$ cat config.mk
export PLATFORM = sky130hd
export DESIGN_NAME = cmpbr_unit
export DESIGN_NICKNAME = d
export VERILOG_FILES = /design/src/rtl/cmpbr_pkg.sv /design/src/rtl/cmpbr_compare.sv /design/src/rtl/cmpbr_flagreg.sv /design/src/rtl/cmpbr_branch.sv /design/src/rtl/cmpbr_unit.sv
export SDC_FILE = /design/constraint.sdc
export NUM_CORES = 1
export LEC_CHECK = 0
export BUFFER_PORTS_ARGS = -buffer_cell sky130_fd_sc_hd__buf_2
export CAP_MARGIN = 20
export CORE_MARGIN = 2
export CORE_UTILIZATION = 44
export CTS_CLUSTER_SIZE = 14
export DETAILED_ROUTE_END_ITERATION = 6
export PLACE_DENSITY = 0.83
export SETUP_SLACK_MARGIN = 0.02
export SYNTH_ARGS = -nofsm -noshare
export SYNTH_HDL_FRONTEND = slang
export SYNTH_SLANG_ARGS = --single-unit
$ cat constraint.sdc
create_clock -name clk -period 4.2 [get_ports clk]
set_clock_uncertainty 0.15 [all_clocks]
set_input_delay 0.21 -clock clk [delete_from_list [all_inputs] [get_ports clk]]
set_output_delay 0.21 -clock clk [all_outputs]
set_load 0.005 [all_outputs]
$ cat src/rtl/cmpbr_pkg.sv
package cmpbr_pkg;
   localparam int FLAG_N = 5;
   localparam int F_EQ   = 0;
   localparam int F_SLT  = 1;
   localparam int F_SGT  = 2;
   localparam int F_UGT  = 3;
   localparam int F_ULT  = 4;
   localparam int CC_W   = 4;
   localparam int CC_COUNT = 10;

   typedef logic [FLAG_N-1:0] flags_t;

   // condition codes; the numbering is decoded by the instruction stream
   typedef enum logic [CC_W-1:0] {
      CC_EQ  = 4'd0,
      CC_NE  = 4'd1,
      CC_SLT = 4'd2,
      CC_SGT = 4'd3,
      CC_ULT = 4'd4,
      CC_UGT = 4'd5,
      CC_SGE = 4'd6,
      CC_SLE = 4'd7,
      CC_UGE = 4'd8,
      CC_ULE = 4'd9
   } cc_e;
endpackage

$ cat src/rtl/cmpbr_compare.sv
module cmpbr_compare
   import cmpbr_pkg::*;
#(
   parameter int XLEN = 32
) (
   input  logic [XLEN-1:0] a,
   input  logic [XLEN-1:0] b,
   output flags_t          flags_nxt
);
   logic s_less;
   logic u_less;

   assign s_less = $signed(a) < $signed(b);
   assign u_less = a < b;

   always_comb begin
      flags_nxt = '0;
      if (a == b) begin
         flags_nxt[F_EQ] = 1'b1;
      end else begin
         flags_nxt[F_SLT] = s_less;
         flags_nxt[F_SGT] = ~s_less;
         flags_nxt[F_ULT] = u_less;
         flags_nxt[F_UGT] = ~u_less;
      end
   end
endmodule

$ cat src/rtl/cmpbr_flagreg.sv
module cmpbr_flagreg
   import cmpbr_pkg::*;
(
   input  logic   clk,
   input  logic   rst_n,
   input  logic   load,
   input  flags_t d,
   output flags_t q
);
   always_ff @(posedge clk or negedge rst_n) begin
      if (!rst_n) begin
         q <= '0;
      end else if (load) begin
         q <= d;                                 // held otherwise
      end
   end
endmodule

$ cat src/rtl/cmpbr_branch.sv
module cmpbr_branch
   import cmpbr_pkg::*;
#(
   parameter int XLEN         = 32,
   parameter int OFF_W        = 10,
   parameter bit SHARED_ADDER = 1'b1
) (
   input  logic             en,
   input  logic [CC_W-1:0]  cc,
   input  logic [OFF_W-1:0] off_raw,
   input  logic [XLEN-1:0]  pc,
   input  flags_t           flags,
   output logic             taken,
   output logic             illegal,
   output logic [XLEN-1:0]  pc_next
);
   localparam int EXT_W = XLEN - OFF_W - 1;

   logic            legal;
   logic            hit;
   logic [XLEN-1:0] disp;

   assign disp = {{EXT_W{off_raw[OFF_W-1]}}, off_raw, 1'b0};

   always_comb begin
      legal = 1'b1;
      hit   = 1'b0;
      case (cc)
         CC_EQ:  hit = flags[F_EQ];
         CC_NE:  hit = ~flags[F_EQ];
         CC_SLT: hit = flags[F_SLT];
         CC_SGT: hit = flags[F_SGT];
         CC_ULT: hit = flags[F_ULT];
         CC_UGT: hit = flags[F_UGT];
         CC_SGE: hit = flags[F_SGT] | flags[F_EQ];
         CC_SLE: hit = flags[F_SLT] | flags[F_EQ];
         CC_UGE: hit = flags[F_UGT] | flags[F_EQ];
         CC_ULE: hit = flags[F_ULT] | flags[F_EQ];
         default: legal = 1'b0;
      endcase
   end

   assign taken   = en & legal & hit;
   assign illegal = en & ~legal;

   generate
      if (SHARED_ADDER) begin : g_shared
         logic [XLEN-1:0] addend;
         assign addend  = taken ? disp + XLEN'(2) : XLEN'(2);
         assign pc_next = illegal ? pc : pc + addend;
      end else begin : g_split
         logic [XLEN-1:0] seq_pc;
         logic [XLEN-1:0] tgt_pc;
         assign seq_pc  = pc + XLEN'(2);
         assign tgt_pc  = seq_pc + disp;
         assign pc_next = illegal ? pc : (taken ? tgt_pc : seq_pc);
      end
   endgenerate
endmodule

$ cat src/rtl/cmpbr_unit.sv
module cmpbr_unit
   import cmpbr_pkg::*;
#(
   parameter int XLEN         = 32,
   parameter int INSN_W       = 16,
   parameter int OFF_W        = 10,
   parameter int CC_LSB       = 10,
   parameter bit SHARED_ADDER = 1'b1
) (
   input  logic                  clk,
   input  logic                  rst_n,
   input  logic                  cmp_en,
   input  logic [XLEN-1:0]       op_a,
   input  logic [XLEN-1:0]       op_b,
   input  logic                  br_en,
   input  logic [INSN_W-1:0]     br_insn,
   input  logic [XLEN-1:0]       pc_in,
   output logic [FLAG_N-1:0]     flags_o,
   output logic                  br_taken,
   output logic                  br_illegal,
   output logic [XLEN-1:0]       pc_next
);
   localparam int CC_MSB = CC_LSB + CC_W - 1;

   generate
      if (OFF_W + 1 >= XLEN) begin : g_bad_off
         $error("cmpbr_unit: OFF_W too wide for XLEN");
      end
      if (OFF_W > CC_LSB) begin : g_bad_overlap
         $error("cmpbr_unit: offset field overlaps condition field");
      end
      if (CC_MSB >= INSN_W) begin : g_bad_cc
         $error("cmpbr_unit: condition field outside instruction");
      end
      if (CC_MSB < INSN_W - 1) begin : g_hi
         logic unused_hi;
         assign unused_hi = ^br_insn[INSN_W-1:CC_MSB+1];
      end
      if (OFF_W < CC_LSB) begin : g_mid
         logic unused_mid;
         assign unused_mid = ^br_insn[CC_LSB-1:OFF_W];
      end
   endgenerate

   flags_t flags_nxt;
   flags_t flags_q;

   cmpbr_compare #(.XLEN(XLEN)) u_cmp (
      .a         (op_a),
      .b         (op_b),
      .flags_nxt (flags_nxt)
   );

   cmpbr_flagreg u_flags (
      .clk   (clk),
      .rst_n (rst_n),
      .load  (cmp_en),
      .d     (flags_nxt),
      .q     (flags_q)
   );

   cmpbr_branch #(
      .XLEN         (XLEN),
      .OFF_W        (OFF_W),
      .SHARED_ADDER (SHARED_ADDER)
   ) u_br (
      .en      (br_en),
      .cc      (br_insn[CC_MSB:CC_LSB]),
      .off_raw (br_insn[OFF_W-1:0]),
      .pc      (pc_in),
      .flags   (flags_q),                        // registered flags only
      .taken   (br_taken),
      .illegal (br_illegal),
      .pc_next (pc_next)
   );

   assign flags_o = flags_q;
endmodule

* Yosys cells after proc, flatten, opt, wreduce, memory -nomap -nowiden
Index checks and enable logic that the tools add are counted.
Word-level totals: register bits after elaboration 5, latch bits 0, memory bits (writable) 0, ROM bits 0, output and inout bits 39, logic and storage cells 34, memories 0
Operators by class: $add $sub $neg 2, $mul 0, div/mod/pow operators 0, order comparisons 2, equality and inequality tests 10, shifts and indexed selects 0, muxes and demuxes 6, bitwise operators 11, reductions and logical operators 2
Operators with widths (count):
- $lt A32 B32 Y1 | 2
- $mux W32 | 2
- $add A32 B32 Y32 | 1
- $eq A32 B32 Y1 | 1
- $eq A4 B3 Y1 const B | 4
- $add A11 B3 Y12 const B | 1
- $pmux W1 S10 | 1
- $reduce_or A10 Y1 | 1
- $eq A4 B2 Y1 const B | 2
- $eq A4 B4 Y1 const B | 2
- $eq A4 B1 Y1 const B | 1
- $logic_not A4 Y1 | 1
- $mux W4 | 1
- $not A1 Y1 | 4
- $or A1 B1 Y1 | 4
- $and A1 B1 Y1 | 3
- $mux W1 | 2

* Longest topological paths before layout
Gate-level depths: netlist of run 1.
depth after elaboration 8, depth in mapped cells 19, gate-level depth less buffers 18

* Cells and area by module
Synthesis of run 1 repeated with hierarchy kept, for this count alone.
Second synthesis, totals: cells, all modules 411, area, all modules 2909.0 um^2
Modules (own cells, without submodules):
- cmpbr_branch | times used 1, cells an instance 281, area an instance 1870.5 um^2
- cmpbr_compare | times used 1, cells an instance 120, area an instance 857.1 um^2
- cmpbr_flagreg | times used 1, cells an instance 10, area an instance 181.4 um^2

* Worst setup path after synthesis of run 1
Ideal clock, no wire load.
path kind register to output, start reg u_flags.q[0], end out pc_next[30], arrival 3.917 ns, setup slack -0.077 ns, cell stages (with the launch flop) 16, buffers on the path 0, cells stage by stage dfrtp_1 -> nor2_1 -> a21oi_1 -> mux4_2 -> o211ai_4 -> a211oi_2 -> ha_1 -> a21o_1 -> a21o_1 -> a211oi_1 -> o221ai_2 -> o211ai_2 -> o211ai_1 -> a21oi_1 -> xor2_1 -> o21ai_1
On the way: longest elaborated chain between the ends 6
Ends and longest elaborated chain:
- from (decl) | line cmpbr_flagreg.sv:8 | output flags_t q
- from (signal assigned) | line cmpbr_flagreg.sv:12 | q <= '0;
- from (signal assigned) | line cmpbr_flagreg.sv:14 | q <= d;
- $or A1 B1 Y1, or another cell as far along | line cmpbr_branch.sv:38 | CC_ULE: hit = flags[F_ULT] | flags[F_EQ];
- $pmux W1 S10 * | line cmpbr_branch.sv:28 | case (cc)
- $and A1 B1 Y1 * | line cmpbr_branch.sv:43 | assign taken = en & legal & hit;
- $mux W32 * | line cmpbr_branch.sv:49 | assign addend = taken ? disp + XLEN'(2) : XLEN'(2);
- $add A32 B32 Y32 * | line cmpbr_branch.sv:50 | assign pc_next = illegal ? pc : pc + addend;
- $mux W32 * | line cmpbr_branch.sv:50
- to (decl) | line cmpbr_unit.sv:21 | output logic [XLEN-1:0] pc_next
Mark *: on every way between the ends. The rest lies on a longest branch, timed or not.

* Final worst setup path of run 1
start reg u_flags.q[0], end out pc_next[17]
Same word-level chain as after synthesis.

==> reports/qor.txt, run 1 <==
Run status -> complete, but fails checks
Violated checks -> negative setup slack
Inst Count DP -> 717
TNS Setup -> -2783 ps
Post-synth top area cell -> ha_1
Final period util -> 108.1%
Worst Setup End Kind -> output pin
Die span in y -> 89.29 µm
Core area -> 7137 µm²
Avg Inst Size Synth -> 6.928 µm²
Fmax -> 0.2203 GHz
Post-synth top area share -> 24.63%
Setup slack after layout -> -338.8 ps
GPL Wtd Cong -> 0.8987
FF+latch count, synth -> 5
Design area -> 4931 µm²
Largest cells by area after synthesis -> ha_1 (25%), a21oi_1 (7.5%), nor2_1 (6.1%), a21o_1 (5.9%), inv_1 (5.3%)
Mapped Area -> 3201 µm²
WHS -> 102.4 ps
Pre-antenna DRT Iters -> 4
Total global routing overflow -> 0
Leakage power -> 2.586 nW
Depth of the CTS H-tree -> 1
Initial antenna violation count -> 0
Starting Density -> 44.85%
Post-detail-place hpwl -> 7.949 mm
Detailed Route WL -> 11.59 mm
Largest Register -> u_flags.q
Top-count cell post-synth -> ha_1
Min Tclk post-route -> 4539 ps
I/O pin cnt -> 155
R2r worst-path depth -> 2
Slowest stage cell, crit path -> mux4_2
First-pass GRT wire length -> 16.89 mm
Syn_nets -> 642
Crit path kind -> flip-flop to output pin
Largest net degree at the start of global routing -> 36
Layout cells sized above 1 -> 42.55%
Hold WC Path Type -> primary input to flip-flop
Top Registers -> u_flags.q (5)
DR vias -> 4247
Worst-Skew Late Latency -> 220 ps
Unrepaired setup endpoints after global routing -> true
Crit path max fanout -> 5
Power, Total -> 0.8115 mW
CTS buffer count -> 3
Vias in the first global route -> 4054
CP required -> 3840 ps
Flop pwr share -> 7.6%
Combinational power share -> 81.5%
Die ar. -> 7972 µm²
Post-synth ARST share -> 100.0%
Initial DRC count -> 132
Detail Route Antenna Nets -> 0
Crit path depth -> 20
Ant. Diodes -> 0
Hold Crit Depth -> 2
Maximum vdd ir drop -> 0.1096 mV
Slew headroom -> 67.10%
Post-placement cell area -> 4165 µm²
Clk pin slew, worst setup/hold paths -> 40 ps
# setup viols final -> 18
Synth cell count leaders -> ha_1 (63), nor2_1 (52), a21oi_1 (48), inv_1 (45), nand2_1 (41)
Clk network pwr share -> 10.9%
Post-route insts no fill -> 750
EDFF count, synth -> 0
Seq/Total Area, Yosys -> 3.909%
Number of flip-flops under the largest register name -> 5
Gr usage total -> 26.16%
Buf/Inv on CP -> 6
Cells after synthesis -> 462
CTS tree -> built
Sw Pwr -> 0.3664 mW
Post-route DRC -> 0
Int Pwr -> 0.4451 mW
Total of max-cap violations -> 0
Chip Width -> 89.29 µm
Synth cell types -> 62
WL/cell -> 15.45 µm
Measured slew at the worst slew-check pin -> 491.9 ps
Clock Path Buffers -> 2
Nets -> 832
Via density -> 5.663
Synth warn -> 0
CTS sink count -> 5
Family with the most delay on the worst path -> compound AO/OA/AOI/OAI gates
Slew Viols, Final -> 0
Post-synth top flop -> dfrtp_1
Switching Share -> 45.15%
CTS Root Cell -> clkbuf_8
Port Buffers -> 150
Crit path DAT -> 4180 ps
Critical Path Source Type -> flip-flop
Power density cells -> 164.6 nW/µm²
Worst-path cell chain -> mux2_4, mux4_2, o211ai_4, inv_2, nand2_2, buf_4, buf_4, fa_2, nor2b_4, o31a_1, o31a_1, buf_4, a21oi_4, o21bai_1, a21oi_2, buf_4, o21ai_2, xnor2_1, a21oi_1, buf_2
Largest stage delay, worst path -> 480 ps
Area Growth Syn to Fin -> 54.07%
Cell repeated most along the worst path -> buf_4
Fin. Hold Viols -> 0
FP Rows -> 31
## cells in the final DEF (no fill, tap or decap), types with 4 or more instances in the layout
cell	synthesis	final
a21oi_1	48	38
ha_2	0	5
inv_1	45	43
nor2_1	52	46
nand2_1	41	38
a21oi_2	0	9
o21a_1	8	8
and3_1	6	5
nand4_1	10	10
o21ai_2	0	4
o21ai_0	17	13
buf_6	1	10
xnor2_1	16	14
a21o_1	25	25
nor2_2	0	5
buf_4	1	38
mux2i_1	4	4
nand3_1	13	13
buf_2	1	150
ha_4	0	12
dfrtp_1	5	5
nand2_2	1	4
ha_1	63	46
nor2b_1	7	6
xor2_1	15	15
o31ai_1	4	4
o21ai_1	7	7
o211ai_1	4	4
## power by group through the flow
stage / combinational [mW] / clock [mW] / sequential, mW
after CTS: 0.598 / 0.0901 / 0.0619
after floorplan: 0.318 / 0 / 0.0629
after detailed placement: 0.523 / 0 / 0.0625
final: 0.661 / 0.0885 / 0.0618
after global routing: 0.727 / 0.0928 / 0.0633
after global placement: 0.504 / 0 / 0.0623
## kinds of logic after synthesis
logic type      Yosys count  share of synthesized area [%]
compound gates          145                          29.98
xor+xnor                 31                          8.483
fa+ha+maj                64                          25.25
buf+inv                  60                          7.506
flops                     5                          3.909
mux                       7                          2.775
simple gates            150                          22.09
## area by class of cell
| class | count | area [µm²] |
|---|---|---|
| fill | 558 | 2206 |
| clock buffer | 4 | 45.04 |
| sequential | 5 | 125.1 |
| timing repair buffer | 199 | 1159 |
| inverter | 46 | 172.7 |
| multi-input combinational | 397 | 3306 |
| tap | 99 | 123.9 |
## through the flow
| stage | setup WS [ps] | utilization, % |
|---|---|---|
| after floorplan | 190.9 | - |
| after global placement | 9.678 | 58.36 |
| after detailed placement | -101.5 | 58.36 |
| after CTS | -217.1 | 65.60 |
| after global routing | -506.8 | 69.09 |
| final | -338.8 | 69.09 |
## per-layer routing
metal / track usage [%] / vias to the layer above / routed length, µm
met1: 26.88 / 1924 / 4210
met2: 52.05 / 227 / 5988
met3: 3.970 / 53 / 888
met4: 10.31 / 0 / 500
met5: 0 / - / 0
li1: - / 2043 / -
## timing repair
item / CTS / global route
endpoints found under the hold margin: 5 / 0
setup buffers: 22 / 11
hold buffers: 1 / 0
setup endpoints to repair: 16 / 23
resized for setup: 58 / 40
pin swaps: 48 / 39
## path summary, 6_finish.rpt
| path | from | to | slack (ps) |
|---|---|---|---|
| max | u_flags.q[0] | pc_next[17] | -340 |
| min | cmp_en | u_flags.q[3] | 100 |
| max reg2reg | u_flags.q[4] | u_flags.q[4] | 3230 |
| min reg2reg | u_flags.q[1] | u_flags.q[1] | 400 |
| max in group asynchronous | rst_n | u_flags.q[0] | 3580 |
| min in group asynchronous | rst_n | u_flags.q[4] | 180 |
(Power assumes the default switching activity.)
==> run 2, diff against run 1 <==
--- a/config.mk
+++ b/config.mk
@@ -5,10 +5,11 @@
 export SDC_FILE = /design/constraint.sdc
 export NUM_CORES = 1
 export LEC_CHECK = 0
+export ABC_AREA = 1
 export BUFFER_PORTS_ARGS = -buffer_cell sky130_fd_sc_hd__buf_2
 export CAP_MARGIN = 20
 export CORE_MARGIN = 2
-export CORE_UTILIZATION = 44
+export CORE_UTILIZATION = 46
 export CTS_CLUSTER_SIZE = 14
 export DETAILED_ROUTE_END_ITERATION = 6
 export PLACE_DENSITY = 0.83
==> run 2 against run 1 <==
- the flow now finishes without violations
- core utilization down 9.1 points
- synthesized area is 17% higher
- flip-flop and latch count unchanged
- wire length fell by 2.8%
- critical endpoint is now pc_next[24]
- largest power group unchanged
==> reports/qor.txt, run 2 <==
Post-synth ARST share -> 100.0% (unchanged)
Worst r2r src -> u_flags.q[4]
Most common cell after layout, fill and taps aside -> nand2_1
Layout cells sized above 1 -> 20.14% (-22 points)
Via density -> 5.068 (-11%)
CTS Root Cell -> clkbuf_8
CTS sink count -> 5 (unchanged)
Initial DRC count -> 238 (+80%)
Initial antenna violation count -> 0 (unchanged)
Seq/Total Area, Yosys -> 3.341% (-0.57 points)
Largest family of logic cells by synthesized area -> simple AND/OR/NAND/NOR gates
Post-Synth Simple-Gate Area -> 45.87% (+24 points)
Crit path DAT -> 3210 ps (-970 ps)
Met1 WL -> 4.834 mm (+15%)
Reg-to-Reg End -> u_flags.q[4]
CP required -> 3840 ps (about the same)
EDFF count, synth -> 0 (unchanged)
Synth warn -> 0 (unchanged)
Crit path kind -> flip-flop to output pin
XOR/XNOR Fraction of Synth Area -> 1.871% (-6.6 points)
Total global routing overflow -> 0 (unchanged)
Post-synth top area cell -> nand2_1
End of the worst hold path -> u_flags.q[3]
Slowest stage cell, crit path -> dfrtp_1
Hold Crit Depth -> 2 (unchanged)
Cell repeated most along the worst path -> nand2_1
Worst-path cell chain -> inv_1, nand2_1, nand2_1, nand2_1, nand2_1, nand2_1, nand3_1, nand3_1, inv_1, buf_4, ha_1, nand2_1, nor2_1, inv_1, nor2_1, nand4_1, nand3_1, nand2_1, nand3_1, nand2_1, buf_2
Nets -> 1040 (+25%)
Design area -> 4687 µm² (-4.9%)
Maximum vdd ir drop -> 0.1348 mV (+23%)
Largest stage delay, worst path -> 410 ps (-70 ps)
Post-detail-place hpwl -> 9.867 mm (+24%)
Critical Path Source Type -> flip-flop
Avg Inst Size Synth -> 5.289 µm² (-24%)
First-pass GRT wire length -> 19.20 mm (+14%)
Cells after synthesis -> 708 (+53%)
DR vias -> 4870 (+15%)
# setup viols final -> 0 (-18)
Vias in the first global route -> 4656 (+15%)
Core Util, Final -> 60.03% (-9.1 points)
Synth cell types -> 35 (-44%)
Ant. Diodes -> 0 (unchanged)
Starting Density -> 47.96% (+3.1 points)
Fin. Hold Viols -> 0 (unchanged)
TNS Setup -> 0 ps (+2783 ps)
R2r worst-path depth -> 2 (unchanged)
Post-synth top flop -> dfrtp_1
Crit path max fanout -> 13 (+8)
Highest metal used -> met4
Post-route DRC -> 0 (unchanged)
CTS tree -> built
Measured slew at the worst slew-check pin -> 465.6 ps (-26.31 ps)
Fmax -> 0.2797 GHz (+27%)
Largest Register -> u_flags.q
Area Growth Syn to Fin -> 25.16%
Sequential cell area -> 125.1 µm² (unchanged)
Mapped Area -> 3745 µm² (+17%)
PostCTS Resize Cnt -> 0 (-100%)
Post-synth top area share -> 24.96% (+0.33 points)
I/O pin cnt -> 155 (unchanged)
Power density cells -> 141.6 nW/µm² (-14%)
Largest cells by area after synthesis -> nand2_1 (25%), ha_1 (21%), inv_1 (11%), a21oi_1 (7.1%), nand3_1 (6.9%)
GPL Wtd Cong -> 0.9032 (+0.50%)
Depth of the CTS H-tree -> 1 (unchanged)
Adder-cell share of the synthesized area -> 21.58% (-3.7 points)
CTS buffer count -> 3 (unchanged)
Gr usage total -> 26.20% (+0.038 points)
Run status -> complete, no violations
Post-CTS setup buffer count -> 0 (-100%)
Reg2Reg Setup Slack -> 3370 ps (+140 ps)
Total of max-cap violations -> 0 (unchanged)
Hold WC Path Type -> primary input to flip-flop
Slew Viols, Final -> 0 (unchanged)
Detail Route Antenna Nets -> 0 (unchanged)
Met3 wire len -> 788 µm (-11%)
Clk pin slew, worst setup/hold paths -> 30 ps (about the same)
Port Buffers -> 150 (unchanged)
Post-placement cell area -> 4604 µm² (+11%)
Mux cell area share after synthesis -> 0% (-2.8 points)
Clock Path Buffers -> 2 (unchanged)
Unrepaired setup endpoints after global routing -> false
Hold_sp -> cmp_en
Worst Setup End Kind -> output pin
Pre-antenna DRT Iters -> 4 (unchanged)
Leakage power -> 2.958 nW (+14%)
Synth cell count leaders -> nand2_1 (249), inv_1 (113), ha_1 (63), nor2_1 (62), a21oi_1 (53)
FF+latch count, synth -> 5 (unchanged)
Largest net degree at the start of global routing -> 42 (+17%)
Detailed Route WL -> 11.27 mm (-2.8%)
Syn_nets -> 888 (+38%)
Die ar. -> 8878 µm² (+11%)
Core area -> 7807 µm² (+9.4%)
Top-count cell post-synth -> nand2_1
Top Registers -> u_flags.q (5)
FP Rows -> 32 (+3.2%)
Final period util -> 85.11% (-23 points)
Chip Width -> 94.23 µm (+5.5%)
Complex-gate fraction of the synthesized area -> 14.90% (-15 points)
Number of flip-flops under the largest register name -> 5 (unchanged)
WL/cell -> 11.73 µm (-24%)
Slew headroom -> 68.93% (+1.8 points)
Met2 wire len -> 5.436 mm (-9.2%)
Worst-Skew Late Latency -> 220 ps (about the same)
Fill count -> 840 (+51%)
Die span in y -> 94.23 µm (+5.5%)
Min Tclk post-route -> 3575 ps (-964.0 ps)
Multi-input logic area -> 3154 µm² (-4.6%)
Most frequent cells in the layout -> nand2_1 (249), buf_2 (150), inv_1 (113)
## run 2: power by group
part	internal (mW)	switching, mW
Clock	0.0653	0.0254
Sequential	0.0550	0.00610
Combinational	0.217	0.295
## run 2: critical path, delay by kind of cell (launching register included)
kind | cells | cell delay [ps]
buffers and inverters | 5 | 930
adders and majority gates | 1 | 240
DFF | 1 | 410
and+or+nand+nor | 15 | 1430
## run 2: cell type report
cell class	count	share of cell area (%)
Inverter	115	9.210
Clock buffer	4	0.9610
Sequential cell	5	2.670
Multi-Input combinational cell	581	67.30
Tap cell	102	2.723
Timing Repair Buffer	154	17.14
## run 2: worst max path at each step
stage          depth (start not counted)  slack (ps)          end    startpoint
6_report                              21         630  pc_next[24]  u_flags.q[0]
3_3_place_gp                          19         940  pc_next[24]    br_insn[0]
2_1_floorplan                         20        1330  pc_next[31]  u_flags.q[0]
3_5_place_dp                          21         910  pc_next[26]  u_flags.q[0]
5_1_grt                               18         260  pc_next[27]  u_flags.q[3]
4_1_cts                               21         660  pc_next[26]  u_flags.q[0]
## run 2: cells by family after synthesis
group           count (synthesis)
compound gates                102
flops                           5
simple gates                  407
xor+xnor                        8
fa+ha+maj                      64
buf+inv                       122
## run 2: layer usage
| metal | track usage [%] | vias to the layer above |
|---|---|---|
| li1 | - | 2591 |
| met1 | 30.23 | 2088 |
| met2 | 50.30 | 174 |
| met3 | 3.612 | 17 |
| met4 | 6.159 | 0 |
| met5 | 0 | - |
## run 2: per-stage QoR
| stage | hold slack [ps] | setup WS [ps] | power (mW) | instances |
|---|---|---|---|---|
| after global routing | 76.60 | 257.3 | 0.7493 | 961 |
| after detailed placement | -119.1 | 907.1 | 0.5673 | 955 |
| after CTS | 55.25 | 658.2 | 0.6640 | 960 |
| after floorplan | -235.6 | 1334 | 0.3808 | 708 |
| after global placement | -122.3 | 942.1 | 0.5608 | 955 |
| final | 66.67 | 625.2 | 0.6637 | 961 |
## run 2: timing repair
item	in CTS	in global routing
endpoints found under the hold margin	5	0
hold buffers	1	0
setup endpoints to repair	0	0
==> run 3, diff against run 2 <==
--- a/config.mk
+++ b/config.mk
@@ -8,11 +8,10 @@
 export ABC_AREA = 1
 export BUFFER_PORTS_ARGS = -buffer_cell sky130_fd_sc_hd__buf_2
 export CAP_MARGIN = 20
-export CORE_MARGIN = 2
-export CORE_UTILIZATION = 46
+export CORE_UTILIZATION = 44
 export CTS_CLUSTER_SIZE = 14
 export DETAILED_ROUTE_END_ITERATION = 6
-export PLACE_DENSITY = 0.83
+export PLACE_DENSITY = 0.8
 export SETUP_SLACK_MARGIN = 0.02
 export SYNTH_ARGS = -nofsm -noshare
 export SYNTH_HDL_FRONTEND = slang
==> run 3 against run 2 <==
- register-to-register slack hardly changed
- clock power hardly changed
- non-clock buffer count stayed put
- core utilization is 2.9 points lower
- first-iteration DRC count is 46% lower
- maximum frequency is 1.8% lower
- final cell count is 0.31% higher
- flip-flop and latch count stayed put
- combinational power is 1% lower
- critical endpoint is now pc_next[31]
- highest routed layer unchanged
==> reports/qor.txt, run 3 (synthesized netlist as in run 2, its figures left out) <==
Hold WC Path Type -> primary input to flip-flop
Ant. Diodes -> 0 (unchanged)
Largest stage delay, worst path -> 470 ps (+60 ps)
Die ar. -> 8884 µm² (about the same)
Gr usage total -> 24.67% (-1.5 points)
Hold_sp -> cmp_en
Sw Pwr -> 0.3220 mW (-1.3%)
Vias in the first global route -> 4471 (-4.0%)
Slew Viols, Final -> 0 (unchanged)
Most frequent cells in the layout -> nand2_1 (249), buf_2 (150), inv_1 (113)
Port Buffers -> 150 (unchanged)
Crit path DAT -> 3280 ps (+70 ps)
Reg-to-Reg End -> u_flags.q[4]
Post-placement cell area -> 4608 µm² (about the same)
Chip Width -> 94.26 µm (about the same)
Final period util -> 86.67% (+1.6 points)
GPL Wtd Cong -> 0.8925 (-1.2%)
Detailed Route WL -> 10.63 mm (-5.6%)
Crit path from -> u_flags.q[0]
Clock Path Buffers -> 2 (unchanged)
Most common cell after layout, fill and taps aside -> nand2_1
Combinational power share -> 76.9% (-0.2 points)
Switching Share -> 48.87% (-0.30 points)
Fmax -> 0.2747 GHz (-1.8%)
Leakage power -> 2.958 nW (unchanged)
Design area -> 4691 µm² (about the same)
Core area -> 8217 µm² (+5.2%)
Total global routing overflow -> 0 (unchanged)
Top Registers -> u_flags.q (5)
Reg2Reg Setup Slack -> 3380 ps (about the same)
Initial DRC count -> 128 (-46%)
Unrepaired setup endpoints after global routing -> false
Largest net degree at the start of global routing -> 42 (unchanged)
Worst-path cell chain -> inv_1, nand2_1, nand2_1, nand2_1, nand2_1, nand2_1, nand3_1, nand3_1, inv_1, ha_1, a21oi_1, nand2_1, nand2_1, nand2_1, a21oi_1, nand2_1, nand2_1, nand3_1, nand2_1, nand2_1, buf_2
Maximum vdd ir drop -> 0.1194 mV (-11%)
CTS sink count -> 5 (unchanged)
TNS Setup -> 0 ps (unchanged)
Measured slew at the worst slew-check pin -> 623.4 ps (+157.8 ps)
Flop pwr share -> 9.3% (about the same)
Largest Register -> u_flags.q
Layout cells sized above 1 -> 20.14% (unchanged)
Clk network pwr share -> 13.8% (about the same)
WL/cell -> 11.03 µm (-5.9%)
Via density -> 4.974 (-1.8%)
WHS -> 55.35 ps (-11.31 ps)
End of the worst hold path -> u_flags.q[4]
Slowest stage cell, crit path -> inv_1
R2r worst-path depth -> 2 (unchanged)
Clk pin slew, worst setup/hold paths -> 40 ps (about the same)
DR vias -> 4795 (-1.5%)
Run status -> complete, no violations
Hold Crit Depth -> 2 (unchanged)
PostCTS Resize Cnt -> 0 (unchanged)
Detail Route Antenna Nets -> 0 (unchanged)
CTS tree -> built
Post-CTS Hold Buffers -> 1 (unchanged)
First-pass GRT wire length -> 17.85 mm (-7.0%)
Slew headroom -> 58.40% (-11 points)
Fin. Hold Viols -> 0 (unchanged)
Power density cells -> 140.5 nW/µm² (-0.80%)
Area Growth Syn to Fin -> 25.26% (about the same)
Total of max-cap violations -> 0 (unchanged)
Core Util, Final -> 57.09% (-2.9 points)
Worst Setup End Kind -> output pin
Crit path max fanout -> 17 (+4)
Critical Path Source Type -> flip-flop
Fill count -> 864 (+2.9%)
CTS Root Cell -> clkbuf_8
Crit path kind -> flip-flop to output pin
I/O pin cnt -> 155 (unchanged)
FP Rows -> 33 (+3.1%)
Nets -> 1040 (unchanged)
CP required -> 3840 ps (about the same)
Int Pwr -> 0.3369 mW (-0.15%)
Starting Density -> 45.58% (-2.4 points)
Worst r2r src -> u_flags.q[4]
Post-detail-place hpwl -> 9.342 mm (-5.3%)
Pre-antenna DRT Iters -> 4 (unchanged)
# setup viols final -> 0 (unchanged)
Worst-Skew Late Latency -> 230 ps (about the same)
Initial antenna violation count -> 0 (unchanged)
CTS buffer count -> 3 (unchanged)
Die span in y -> 94.26 µm (about the same)
Depth of the CTS H-tree -> 1 (unchanged)
Number of flip-flops under the largest register name -> 5 (unchanged)
Cell repeated most along the worst path -> nand2_1
Min Tclk post-route -> 3640 ps (+65.51 ps)
Post-route DRC -> 0 (unchanged)
Post-CTS setup buffer count -> 0 (unchanged)
run 3: cell counts in the layout (fill, tap and decap cells not counted):
No cell type changed its count.
run 3: how the worst max path moves through the flow:
stage	to	slack, ps	cells after the start
6_report	pc_next[31]	560	21
5_1_grt	pc_next[29]	140	22
4_1_cts	pc_next[31]	570	21
3_5_place_dp	pc_next[31]	790	19
3_3_place_gp	pc_next[31]	840	19
2_1_floorplan	pc_next[31]	1330	20
run 3: power groups by stage:
stage | combinational [mW] | clock [mW] | sequential, mW
2_1_floorplan | 0.319 | 0 | 0.0614
3_3_place_gp | 0.497 | 0 | 0.0615
3_5_place_dp | 0.502 | 0 | 0.0622
4_1_cts | 0.505 | 0.0910 | 0.0618
5_1_grt | 0.587 | 0.0961 | 0.0628
6_report | 0.507 | 0.0908 | 0.0615
run 3: final cells by class:
class,instances,area (µm²),share of cell area (%)
multi-input cells,581,3154,67.24
repair buffers,154,803.3,17.12
inverters,115,431.7,9.202
well taps,105,131.4,2.801
flip-flops and latches,5,125.1,2.667
clock buffers,4,45.04,0.9603
run 3: layer usage:
layer	track usage [%]	wire length [µm]
met5	0	0
met4	7.821	231
met3	3.479	686
met2	47.46	5196
met1	27.29	4519
run 3: per-stage QoR:
step	total power [mW]	worst slack (ps)	std cells
2_1_floorplan	0.3808	1334	708
5_1_grt	0.7455	137.6	964
6_report	0.6589	559.7	964
4_1_cts	0.6578	568.3	963
3_5_place_dp	0.5640	791.9	958
3_3_place_gp	0.5580	844.3	958
run 3: critical path: cells and delay by family (launching register included):
family                     cells  cell delay [ps]
AOI/OAI and AO/OA              2              500
DFF                            1              400
adders and majority gates      1              400
buffers and inverters          3              670
and+or+nand+nor               15             1070
